==> src/rtl/bcg_pkg.sv <==
package bcg_pkg;

  typedef enum logic [2:0] {
    LEN_1    = 3'b000,
    LEN_2    = 3'b001,
    LEN_4    = 3'b010,
    LEN_8    = 3'b011,
    LEN_PAGE = 3'b111
  } len_code_e;

  // Settings captured at command acceptance.
  typedef struct packed {
    logic [1:0] len_log2;   // fixed length = 2**len_log2
    logic       full_page;  // whole-row burst
    logic       interleave; // XOR ordering
  } burst_cfg_t;

endpackage

==> src/rtl/bcg_cfg_decode.sv <==
module bcg_cfg_decode
  import bcg_pkg::*;
(
  input  logic [2:0] len_code,
  input  logic       ilv,
  input  logic       wsingle,
  input  logic       is_write,
  output burst_cfg_t cfg
);

  always_comb begin
    cfg = '0;
    unique case (len_code)
      LEN_1:    cfg.len_log2 = 2'd0;
      LEN_2:    cfg.len_log2 = 2'd1;
      LEN_4:    cfg.len_log2 = 2'd2;
      LEN_8:    cfg.len_log2 = 2'd3;
      LEN_PAGE: cfg.full_page = 1'b1;
      default:  cfg.len_log2 = 2'd0; // reserved codes act as one beat
    endcase
    // Full-row bursts are always sequential.
    cfg.interleave = ilv & ~cfg.full_page;
    if (is_write && wsingle) begin
      cfg.len_log2   = 2'd0;
      cfg.full_page  = 1'b0;
      cfg.interleave = 1'b0;
    end
  end

endmodule

==> src/rtl/bcg_beat_ctr.sv <==
module bcg_beat_ctr
  import bcg_pkg::*;
#(
  parameter int unsigned CW = 8
) (
  input  logic          clk,
  input  logic          rst_n,
  input  logic          clk_en,
  input  logic          cmd_start,
  input  logic [CW-1:0] cmd_col,
  input  burst_cfg_t    cfg_in,
  input  logic          burst_stop,
  output logic          active,
  output logic [CW-1:0] start_col,
  output logic [CW-1:0] beat,
  output logic [CW-1:0] mask,
  output burst_cfg_t    cfg_q,
  output logic          last
);

  localparam logic [CW-1:0] BEAT_ONE = CW'(1);

  logic [CW-1:0] mask_in;

  // Window mask: low len_log2 bits for fixed bursts, every bit for a full row.
  for (genvar i = 0; i < CW; i++) begin : g_mask
    assign mask_in[i] = cfg_in.full_page | (i < int'(cfg_in.len_log2));
  end

  assign last = active & ~cfg_q.full_page & (beat == mask);

  always_ff @(posedge clk) begin
    if (!rst_n) begin
      active    <= 1'b0;
      start_col <= '0;
      beat      <= '0;
      mask      <= '0;
      cfg_q     <= '0;
    end else if (clk_en) begin
      if (cmd_start) begin
        active    <= 1'b1;
        start_col <= cmd_col;
        beat      <= '0;
        mask      <= mask_in;
        cfg_q     <= cfg_in;
      end else if (active) begin
        if (last || (burst_stop && !cfg_q.full_page)) begin
          active <= 1'b0;
        end else begin
          beat <= beat + BEAT_ONE;
        end
      end
    end
  end

endmodule

==> src/rtl/bcg_addr_map.sv <==
module bcg_addr_map #(
  parameter int unsigned CW = 8
) (
  input  logic          interleave,
  input  logic [CW-1:0] start_col,
  input  logic [CW-1:0] beat,
  input  logic [CW-1:0] mask,
  output logic [CW-1:0] addr
);

  logic [CW-1:0] seq_sum;
  logic [CW-1:0] xor_val;

  assign seq_sum = start_col + beat;
  assign xor_val = start_col ^ beat;

  // Bits inside the window follow the ordering; bits outside keep the start.
  for (genvar i = 0; i < CW; i++) begin : g_bit
    assign addr[i] = mask[i] ? (interleave ? xor_val[i] : seq_sum[i])
                             : start_col[i];
  end

endmodule

==> src/rtl/burst_col_gen.sv <==
module burst_col_gen
  import bcg_pkg::*;
#(
  parameter int unsigned CW = 8
) (
  input  logic          clk,
  input  logic          rst_n,
  input  logic          clk_en,
  input  logic [2:0]    mode_len,
  input  logic          mode_ilv,
  input  logic          mode_wsingle,
  input  logic          cmd_start,
  input  logic          cmd_write,
  input  logic [CW-1:0] cmd_col,
  input  logic          burst_stop,
  output logic          col_valid,
  output logic [CW-1:0] col_addr,
  output logic          col_last
);

  burst_cfg_t    cfg_new;
  burst_cfg_t    cfg_cur;
  logic          active;
  logic [CW-1:0] start_col;
  logic [CW-1:0] beat;
  logic [CW-1:0] mask;
  logic          last;
  logic          cur_full;

  bcg_cfg_decode u_dec (
    .len_code (mode_len),
    .ilv      (mode_ilv),
    .wsingle  (mode_wsingle),
    .is_write (cmd_write),
    .cfg      (cfg_new)
  );

  bcg_beat_ctr #(.CW(CW)) u_ctr (
    .clk        (clk),
    .rst_n      (rst_n),
    .clk_en     (clk_en),
    .cmd_start  (cmd_start),
    .cmd_col    (cmd_col),
    .cfg_in     (cfg_new),
    .burst_stop (burst_stop),
    .active     (active),
    .start_col  (start_col),
    .beat       (beat),
    .mask       (mask),
    .cfg_q      (cfg_cur),
    .last       (last)
  );

  bcg_addr_map #(.CW(CW)) u_map (
    .interleave (cfg_cur.interleave),
    .start_col  (start_col),
    .beat       (beat),
    .mask       (mask),
    .addr       (col_addr)
  );

  assign cur_full  = cfg_cur.full_page;
  assign col_valid = active;
  assign col_last  = last;

endmodule

==> config.mk <==
export PLATFORM = sky130hd
export DESIGN_NAME = burst_col_gen
export DESIGN_NICKNAME = d
export VERILOG_FILES = /design/src/rtl/bcg_pkg.sv /design/src/rtl/bcg_cfg_decode.sv /design/src/rtl/bcg_beat_ctr.sv /design/src/rtl/bcg_addr_map.sv /design/src/rtl/burst_col_gen.sv
export SDC_FILE = /design/constraint.sdc
export NUM_CORES = 1
export LEC_CHECK = 0
export ABC_CLOCK_PERIOD_IN_PS = 2150
export BUFFER_PORTS_ARGS = -buffer_cell sky130_fd_sc_hd__buf_2
export CAP_MARGIN = 30
export CELL_PAD_IN_SITES_DETAIL_PLACEMENT = 0
export CELL_PAD_IN_SITES_GLOBAL_PLACEMENT = 1
export CORE_MARGIN = 2
export CORE_UTILIZATION = 36
export CTS_CLUSTER_SIZE = 14
export DETAILED_ROUTE_END_ITERATION = 8
export PLACE_DENSITY = 0.78
export SLEW_MARGIN = 10
export SYNTH_ARGS = -nofsm -noshare
export SYNTH_HDL_FRONTEND = slang
export SYNTH_SLANG_ARGS = --single-unit
export TNS_END_PERCENT = 1
==> constraint.sdc <==
create_clock -name clk -period 2.15 [get_ports clk]
set_input_delay 0.43 -clock clk [delete_from_list [all_inputs] [get_ports clk]]
set_output_delay 0.43 -clock clk [all_outputs]
set_load 0.1 [all_outputs]
==> impl_summary.md <==
Power and ir drop
Combinational cells account for 23.4% of the total power. The clock network burns 37.0% of the power. In this run switching power makes up 29.65% of total power. The total power divided by cell area is 491.9 nW/µm². For this design the total switching power over the nets is 0.3219 mW.

The maximum vdd ir drop is 0.0004125 V. The leakage power figure is 0.8934 nW. The internal power of the cells is 0.7638 mW. The power share of the sequential group is 39.7%.

The post-route total power is 1.086 mW.

Logic synthesis
The number of standard cells after synthesis is 192. The net count of the mapped netlist is 220. The number of synthesized flops with an enable pin is 0.

Synthesis instantiated 47 different standard cells from the library. Of the synthesized area, sequential elements account for 29.60%. Summed over its instances, the top area cell type makes up 29.60% of the synthesized netlist area.

The count of warnings emitted by yosys is 0. After synthesis, the share of flip-flops with an asynchronous set or reset is 0%. In the post-synthesis netlist, the biggest area contributors are dfxtp_1, nand2_1, ha_1, a21boi_0, xnor2_1. The leading cell type by number of instances after synthesis is nand2_1. In this run the mean area of a mapped cell was 7.748 µm². Sorting the synthesized cells by how often they occur yields nand2_1, dfxtp_1, nor2_1, a21boi_0, nand3_1. Counting flops and latches in the post-synthesis netlist gives 22. The synthesized netlist occupies a cell area of 1488 µm². The cell taking the most area after synthesis is dfxtp_1. The most used flip-flop cell after synthesis is dfxtp_1.

Critical path
The critical path arrival is 2.44 ns. The critical setup path kind is flop to output port. The total number of cells along the worst setup path is 7. Tracing the worst setup path back leads to its startpoint at u_ctr.start_col[1].

The maximum net fanout on the critical path is 2. The end point of the critical path is col_addr[7]. Data on the critical path is required at its endpoint by 1.72 ns. The type of element capturing the critical path is an output port. The type of origin of the critical path is a flop. The delay contributed by the slowest stage of the critical path is 0.35 ns. The number of buffers and inverters on the critical path is 1. The cell with the largest stage delay on the worst path is or3_4. Grouping stages by cell kind, the critical path spends the most delay in compound AO/OA/AOI/OAI gates. Walking the worst path, the cells encountered are ha_4 > a21o_2 > a221o_1 > or3_4 > o311ai_4 > xor2_4 > buf_12.

Across all register-to-register paths, the minimum setup slack is 0.38 ns. The worst register-to-register path has a depth of 6. The destination of the worst register-to-register timing path is u_ctr.beat[4]. The worst register-to-register path begins at u_ctr.beat[3].

Timing
Setup total negative slack on the finished layout was measured at -2.248 ns. Setup violations remaining at the end of the flow were counted as 7. Setup repair after global routing could not meet its margin everywhere. The largest clock skew in the final design is 0.003427 ns. The minimum setup slack in the final design is -0.7234 ns. The count of pins over their slew limit is 0. The worst-case headroom to the max-slew limit is 65.51%. The worst path in the final design needs a cycle of 2.873 ns, including I/O delays and setup. The final count of hold timing violations was 0. At the pin with the least slew margin, the transition time is 0.5173 ns.

The ratio of final minimum period to clock period is 133.6%. Final hold analysis gives a worst-case slack of 0.3934 ns. The highest clock rate is 348.0 MHz.

Detailed routing
In the routed layout, each cell is associated on average with a via count of 5.071. After detailed routing, the total wire length is 4.062 mm. The mean routed wirelength per cell is 13.72 µm. In the routed design, unresolved DRC markers number 0. The count of nets left with antenna violations after detail routing is 0. The via count of the routed design is 1501. The iteration-0 DRC count of the detailed router is 52. The length of the first detailed-routing pass in iterations is 4.

Finish
From synthesis to final layout, the design area changed by 48.36%. The final cell count without fillers is 296. The proportion of layout cells with a drive suffix above 1 is 37.80%.

The number of nets in the layout is 275. The final instance area is 2207 µm². The repair_antennas step left the layout with diodes totalling 0. Measured on the finished design, the core utilization comes to 55.18%.

Outcome
The run finished, with violations left. The checks that failed: negative setup slack.

Clock tree
Once the clock tree was built, the setup fixing pass inserted 0 buffers. The clock net in this run drives a total of 22 sinks. For the worst-skew pair, the clock arrives at the later sink with an insertion delay of 0.27 ns.

The number of buffers on the longest clock path is 2. Clock-pin slew was measured on the worst setup and hold paths at 0.09 ns. Clock tree synthesis inserted a total of 3 buffers. The hold-fix buffer count after cts is 0. TritonCTS built the clock tree. In this run the number of H-tree levels came out at 1. The tree is rooted in a clkbuf_8.

Floorplanning
The floorplan has 23 rows. The initial utilization of the core area, before any placement, comes to 37.19%. The area of the core region is 4000 µm².

The floorplan step set the die height to 68.29 µm. The floorplan step set the die width to 68.29 µm. The die covers 4663 µm². The number of top-level pins is 29.

Global routing
The number of antenna violations at the first check in global routing is 0. The first global-routing pass estimated 6.948 mm of wire. For this run the aggregate overflow at the end of global routing stands at 0. Entering global routing, the biggest net connects 22 pins. The global-route total usage across every layer is 20.17%. The number of global-route vias before repair is 1470.

Placement
The number of placed cells counting well taps is 292. The port buffer count is 28. The worst setup slack after placement is -0.4398 ns. The instance area at placement is 2112 µm². The congestion estimate from routability-driven global placement came to 0.7762.

The wire-length estimate of the detail-placed layout is 3.201 mm.

Flow run
The max-capacitance violation count is 0.

Hold path
The worst hold-check path type is input port to flop. The cell count of the worst hold path is 3.
[power by group through the flow]
| stage | Clock, mW | Combinational (mW) | Sequential, mW |
|---|---|---|---|
| detailed placement | 0 | 0.252 | 0.440 |
| CTS | 0.414 | 0.254 | 0.431 |
| floorplan | 0 | 0.145 | 0.447 |
| global placement | 0 | 0.251 | 0.439 |
| finish | 0.402 | 0.254 | 0.430 |
| global route | 0.429 | 0.272 | 0.432 |
[worst min-delay path by stage]
stage | startpoint | endpoint
detailed placement | u_ctr.mask[0] | u_ctr.mask[0]
floorplan | u_ctr.start_col[6] | u_ctr.start_col[6]
global route | cmd_col[4] | u_ctr.start_col[4]
finish | cmd_col[4] | u_ctr.start_col[4]
CTS | cmd_col[4] | u_ctr.start_col[4]
global placement | u_ctr.mask[0] | u_ctr.mask[0]
[cell type report]
type	instances	area, µm²
Inverter	6	22.52
Clock inverter	1	30.03
Clock buffer	3	41.29
Multi-Input combinational cell	156	1117
Tap cell	50	62.56
Timing Repair Buffer	58	485.5
Sequential cell	22	447.9
Fill cell	391	1793
[kinds of logic after synthesis]
logic type	after synthesis	synth area share, %
xor gates and xnor gates	10	5.888
muxes	3	2.187
buffers and inverters	14	3.700
adders and majority gates	10	8.747
DFF	22	29.60
AOI/OAI and AO/OA	43	20.27
and+or+nand+nor	90	29.61
[sequential cells by signal, summed over array words and instances (netlist names)]
| name | cells |
|---|---|
| u_ctr.cfg_q | 2 |
| u_ctr.active | 1 |
| u_ctr.mask | 3 |
| u_ctr.beat | 8 |
| u_ctr.start_col | 8 |
[layout by cell type, fill, tap and decap left out, types with 2 or more instances in the layout]
cell type  instances
nor2b_1            5
a21oi_2            6
o21ai_0            5
dfxtp_1           18
o21ai_1            2
mux2_2             2
a21boi_0          13
nand2b_1           2
nand4_1            3
xor2_1             2
buf_12             8
or2_2              2
clkbuf_8           3
inv_1              6
nand3_1           10
a21oi_1            2
ha_4               4
nand2_1           34
nor2_1            12
nand3b_1           2
nor2_2             2
and3_1             3
xnor2_1            7
nor3_1             3
buf_2             20
dfxtp_2            3
ha_1               4
o21ai_2            2
and2_1             3
o2111ai_1          2
buf_4             30
o211ai_1           2
[per-layer routing]
| metal | global-route usage, % | vias up | wire [µm] |
|---|---|---|---|
| met3 | 4.112 | 4 | 145 |
| met5 | 0 | - | 0 |
| met4 | 4.500 | 0 | 42 |
| li1 | - | 779 | - |
| met2 | 36.04 | 26 | 2028 |
| met1 | 24.73 | 692 | 1846 |
[what timing repair did]
action	in CTS	in global routing
setup endpoints to repair	7	8
pin swaps	6	0
resized for setup	3	5
[worst register-to-register path, stage by stage, from the launching register on]
cell and delay [ns]:
dfxtp_1 0.34, buf_4 0.16, nor4b_2 0.33, nand3_1 0.14, o211ai_1 0.33, nor2_1 0.08
mux2_2 0.29
(Power assumes the default switching activity.)
